==> config.mk <==
export PLATFORM = sky130hd
export DESIGN_NAME = booth_seq_mult
export DESIGN_NICKNAME = d
export VERILOG_FILES = /design/src/rtl/booth_pkg.sv /design/src/rtl/booth_recode.sv /design/src/rtl/booth_addsub.sv /design/src/rtl/booth_ctrl.sv /design/src/rtl/booth_seq_mult.sv
export SDC_FILE = /design/constraint.sdc
export NUM_CORES = 1
export LEC_CHECK = 0
export BUFFER_PORTS_ARGS = -buffer_cell sky130_fd_sc_hd__buf_2
export CELL_PAD_IN_SITES_DETAIL_PLACEMENT = 1
export CELL_PAD_IN_SITES_GLOBAL_PLACEMENT = 2
export CORE_AREA = 2 2 100 78
export DETAILED_ROUTE_END_ITERATION = 8
export DIE_AREA = 0 0 102 80
export PLACE_DENSITY_LB_ADDON = 0.25
export SETUP_SLACK_MARGIN = 0.05
export SLEW_MARGIN = 10
export SYNTH_ARGS = -nofsm -noshare
export SYNTH_HDL_FRONTEND = slang
export SYNTH_SLANG_ARGS = --single-unit
==> constraint.sdc <==
create_clock -name clk -period 3.05 [get_ports clk]
set_input_delay 0.4575 -clock clk [delete_from_list [all_inputs] [get_ports clk]]
set_output_delay 0.4575 -clock clk [all_outputs]
set_load 0.005 [all_outputs]
==> src/rtl/booth_pkg.sv <==
package booth_pkg;
  // Action selected by the current/previous multiplier bit pair
  typedef enum logic [1:0] {
    BOP_HOLD = 2'd0,
    BOP_ADD  = 2'd1,
    BOP_SUB  = 2'd2
  } booth_op_e;
endpackage

==> src/rtl/booth_recode.sv <==
module booth_recode
  import booth_pkg::*;
(
  input  logic      cur_bit,
  input  logic      prev_bit,
  output booth_op_e op
);
  // Pair {cur,prev}: 10 starts a run of ones (subtract), 01 ends one (add)
  always_comb begin
    unique case ({cur_bit, prev_bit})
      2'b10:   op = BOP_SUB;
      2'b01:   op = BOP_ADD;
      default: op = BOP_HOLD;
    endcase
  end
endmodule

==> src/rtl/booth_addsub.sv <==
module booth_addsub
  import booth_pkg::*;
#(
  parameter int WIDTH = 8
) (
  input  logic [WIDTH:0]   acc,
  input  logic [WIDTH-1:0] mc,
  input  booth_op_e        op,
  output logic [WIDTH:0]   sum
);
  localparam int EXT_W = WIDTH + 1;

  logic [EXT_W-1:0] mc_ext;
  logic [EXT_W-1:0] operand;
  logic             carry_in;

  // One guard bit keeps the sign right when the most negative value is subtracted
  assign mc_ext = {mc[WIDTH-1], mc};

  always_comb begin
    operand  = '0;
    carry_in = 1'b0;
    unique case (op)
      BOP_ADD: operand = mc_ext;
      BOP_SUB: begin
        operand  = ~mc_ext;
        carry_in = 1'b1;
      end
      default: operand = '0;
    endcase
    sum = acc + operand + {{(EXT_W-1){1'b0}}, carry_in};
  end
endmodule

==> src/rtl/booth_ctrl.sv <==
module booth_ctrl #(
  parameter int WIDTH = 8,
  localparam int CNT_W = $clog2(WIDTH + 1)
) (
  input  logic             clk,
  input  logic             rst,
  input  logic             start,
  output logic             load,
  output logic             step,
  output logic             last,
  output logic             busy,
  output logic [CNT_W-1:0] cnt,
  output logic             done
);
  logic             busy_q;
  logic [CNT_W-1:0] cnt_q;
  logic             done_q;

  always_comb begin
    load = start && !busy_q;
    step = busy_q;
    last = busy_q && (cnt_q == CNT_W'(1));
  end

  always_ff @(posedge clk) begin
    if (rst) begin
      busy_q <= 1'b0;
      cnt_q  <= '0;
      done_q <= 1'b0;
    end else begin
      done_q <= last;
      if (load) begin
        busy_q <= 1'b1;
        cnt_q  <= CNT_W'(WIDTH);
      end else if (step) begin
        cnt_q <= cnt_q - CNT_W'(1);
        if (last) busy_q <= 1'b0;
      end
    end
  end

  assign busy = busy_q;
  assign cnt  = cnt_q;
  assign done = done_q;
endmodule

==> src/rtl/booth_seq_mult.sv <==
module booth_seq_mult
  import booth_pkg::*;
#(
  parameter int WIDTH = 8
) (
  input  logic                 clk,
  input  logic                 rst,
  input  logic                 start,
  input  logic [WIDTH-1:0]     mcand,
  input  logic [WIDTH-1:0]     mplier,
  output logic [2*WIDTH-1:0]   product,
  output logic                 done
);
  localparam int CNT_W  = $clog2(WIDTH + 1);
  localparam int PROD_W = 2 * WIDTH;

  logic             load, step, last, busy_q;
  logic [CNT_W-1:0] cnt_q;

  logic [WIDTH:0]     acc_q;    // partial product with guard bit
  logic [WIDTH-1:0]   mq_q;     // multiplier, becomes low product half
  logic               prev_q;   // bit shifted out last
  logic [WIDTH-1:0]   mc_q;     // captured multiplicand
  logic [PROD_W-1:0]  prod_q;

  booth_op_e        op;
  logic [WIDTH:0]   sum;
  logic [WIDTH:0]   acc_nxt;
  logic [WIDTH-1:0] mq_nxt;

  booth_ctrl #(.WIDTH(WIDTH)) u_ctrl (
    .clk   (clk),
    .rst   (rst),
    .start (start),
    .load  (load),
    .step  (step),
    .last  (last),
    .busy  (busy_q),
    .cnt   (cnt_q),
    .done  (done)
  );

  booth_recode u_recode (
    .cur_bit  (mq_q[0]),
    .prev_bit (prev_q),
    .op       (op)
  );

  booth_addsub #(.WIDTH(WIDTH)) u_addsub (
    .acc (acc_q),
    .mc  (mc_q),
    .op  (op),
    .sum (sum)
  );

  // Arithmetic right shift of {sum, mq, prev} by one place
  always_comb begin
    acc_nxt = {sum[WIDTH], sum[WIDTH:1]};
    mq_nxt  = {sum[0], mq_q[WIDTH-1:1]};
  end

  always_ff @(posedge clk) begin
    if (rst) begin
      acc_q  <= '0;
      mq_q   <= '0;
      prev_q <= 1'b0;
      mc_q   <= '0;
      prod_q <= '0;
    end else if (load) begin
      acc_q  <= '0;
      mq_q   <= mplier;
      prev_q <= 1'b0;
      mc_q   <= mcand;
    end else if (step) begin
      acc_q  <= acc_nxt;
      mq_q   <= mq_nxt;
      prev_q <= mq_q[0];
      if (last) prod_q <= {acc_nxt[WIDTH-1:0], mq_nxt};
    end
  end

  assign product = prod_q;
endmodule

==> run summary <==
Sw Ratio: 25.2%
Port Buffers: 35
most frequent CP cell: fa_1
Final GP Congestion: 0.839
Max VDD drop: 0.000177 V
remaining global-route overflow: 0
Clk pwr share: 39.7%
worst-path cell chain: nor2b_1 -> nand2_1 -> o21ai_0 -> fa_1 -> fa_1 -> a211o_1 -> a2111o_1 -> o211ai_1 -> o31ai_1
CTS tree: done
CTS buffer count: 5
RR Endpoint: product[13]
Crit Path Category: reg -> reg
EDFF count, synth: 0
Hold Path Cell Cnt: 3
data arrival time of the worst path: 2.89 ns
register area share after synthesis: 41.1%
Leak: 1.13 nW
syn_nets: 303
status: finished, final reports clean
Detailed Route WL: 5880 µm
Reg power frac: 47.7%
clock latency at the later pin of the worst-skew pair: 0.30 ns
worst hold path class: in -> reg
reg-to-reg setup timing slack: 0.34 ns
slew of the pin with the lowest slew margin: 0.627 ns
fmax: 369 MHz
Die Span Y: 80 µm
Netlist cell types: 42
H-tree depth: 2
Critical Path RT: 3.23 ns
initial drt markers: 47
power density over the cells: 512 nW/µm²
max_slew headroom: 58.1%
Worst setup SP type: flop
post-place setup slack: 0.232 ns
most frequent cells after synthesis: nand2_1, dfxtp_1, nor2_1
Final Skew: 0.00773 ns
antenna fix cells: 0
final hold viol count: 0
Worst Setup SP: prev_q
# rows: 27
initial antenna violation count: 0
Max-Cap Viols: 0
RSZ-0062 raised after global routing: false
Avg Cell Area, Syn: 8.38 µm²
Via Count: 1967
routed length per instance: 14.3 µm
Crit path buffers/inverters: 0
ratio of cells with drive above 1 in the final layout: 19.7%
# fillers: 893
area grow syn2layout: 18.8%
setup_tns: 0 ns
register bit count reported by yosys: 47
Setup crit end kind: flop
Worst Hold End: mc_q[6]
Design Power: 1.39 mW
Sw Pwr: 351 µW
fin. max-slew vios: 0
global-route wire length before repair: 9680 µm
top-count cell post-synth: nand2_1
Clock Tree Buf Depth: 2
clock sink count: 47
P_int: 1.04 mW
# IOs: 36
Global Route Usage Sum: 15.3%
antenna-violating nets left: 0
Starting Density: 31.9%
Synth area leader: dfxtp_1
area of the mapped netlist: 2290 µm²
Die Wd: 102 µm
slowest stage cell, crit path: fa_1
Die ar.: 8160 µm²
largest cells by area after synthesis: dfxtp_1, nand2_1, a21oi_1
root buffer cell: clkbuf_8
CP peak stage delay: 0.46 ns
hold wc startpoint: mcand[6]
fin nets: 339
crit share post-route: 88.8%
asr flop ratio synth: 0%
top-area cell type share of the netlist area: 41.1%
Post-Synthesis Cells: 273
Setup violations, final: 0
Avg Vias per Cell: 4.79
Crit path max-delay family: compound AO/OA/AOI/OAI gates
DRC: 0
vias in the first global route: 1917
DP Wirelength: 4370 µm
Logic pwr share: 12.6%
r2r startpoint: prev_q
worst setup margin: 0.343 ns
FF-to-FF path depth: 9
crit path time final: 2.71 ns
critical path peak fanout: 7
largest net degree at the start of global routing: 38
Core Box Area: 7160 µm²
top_reg_cell synth: dfxtp_1
Warnings, synthesis: 0
total setup buffers inserted after CTS: 0
first drt pass iteration count: 4
clock slew at reported path FFs: 0.09 ns
==> power by group through the flow <==
stage / clock network, mW / logic (mW) / registers [mW]
after global routing: 0.594 / 0.199 / 0.669
after detailed placement: 0 / 0.175 / 0.678
after floorplan: 0 / 0.126 / 0.670
after global placement: 0 / 0.174 / 0.678
after CTS: 0.570 / 0.176 / 0.664
final: 0.552 / 0.175 / 0.664
==> worst max-delay path by stage <==
stage | slack, ns | cells after the start | endpoint
finish | 0.34 | 9 | product[13]
CTS | 0.21 | 8 | product[15]
detailed placement | 0.23 | 8 | product[15]
floorplan | 0.52 | 8 | product[15]
global route | 0.09 | 9 | product[15]
global placement | 0.32 | 8 | product[15]
==> metal layers <==
metal	global-route usage [%]	vias to the layer above	share of wire, %
met4	3.60	0	0.90
li1	-	1026	-
met5	0	-	0
met1	23.5	901	58
met2	21.6	32	39
met3	3.06	8	3.0
==> kinds of logic after synthesis <==
family / after synthesis / share of synthesized area (%)
buffers and inverters: 19 / 4.10
multiplexers: 10 / 4.38
AND/OR/NAND/NOR: 113 / 22.4
AO/OA/AOI/OAI: 69 / 19.8
flip-flops: 47 / 41.1
adder cells (fa/ha/maj): 11 / 6.67
XOR/XNOR: 4 / 1.53
==> state kept, by name, indices dropped and copies added, names as in the netlist <==
signal,cells
product,16
acc_q,8
mc_q,8
mq_q,8
u_ctrl.cnt,4
prev_q,1
u_ctrl.busy,1
u_ctrl.done,1
==> worst register-to-register path, cell delays in order, from the launching register on <==
cell and delay [ns]:
dfxtp_1 0.34, nor2b_1 0.20, nand2_1 0.09, o21ai_0 0.10, fa_1 0.44, fa_1 0.46
a211o_1 0.36, a2111o_1 0.38, o211ai_1 0.14, o31ai_1 0.09
==> final cells by class <==
| class | instances | area, µm² | area share, % |
|---|---|---|---|
| multi-input cells | 207 | 1260 | 46.4 |
| flip-flops and latches | 47 | 942 | 34.7 |
| repair buffers | 43 | 235 | 8.66 |
| well taps | 101 | 126 | 4.65 |
| clock buffers | 6 | 72.6 | 2.67 |
| clock inverters | 2 | 60.1 | 2.21 |
| inverters | 5 | 21.3 | 0.783 |
==> through the flow <==
step	std cells	hold WS, ns	util, %	cell area (µm²)
after floorplan	273	0.444	-	2290
after global placement	403	0.440	36.0	2580
after detailed placement	403	0.445	36.0	2580
after CTS	411	0.372	37.8	2710
after global routing	411	0.388	37.9	2720
final	411	0.387	37.9	2720
==> cells in the final DEF (no fill, tap or decap), drive strengths merged, types with 5 or more instances in the layout <==
cell type	n
a21oi	30
nand2	51
clkbuf	6
dfxtp	47
ha	9
or3	5
o21ai	12
a211oi	6
nor2	30
nand3	10
buf	43
mux2i	10
nand2b	5
==> what timing repair did <==
item | CTS | global route
hold buffers | 0 | 0
endpoints found under the setup margin | 0 | 1
gates resized for setup | 0 | 3
endpoints found under the hold margin | 0 | 0
No activity file was read; power rests on OpenSTA's default activity.
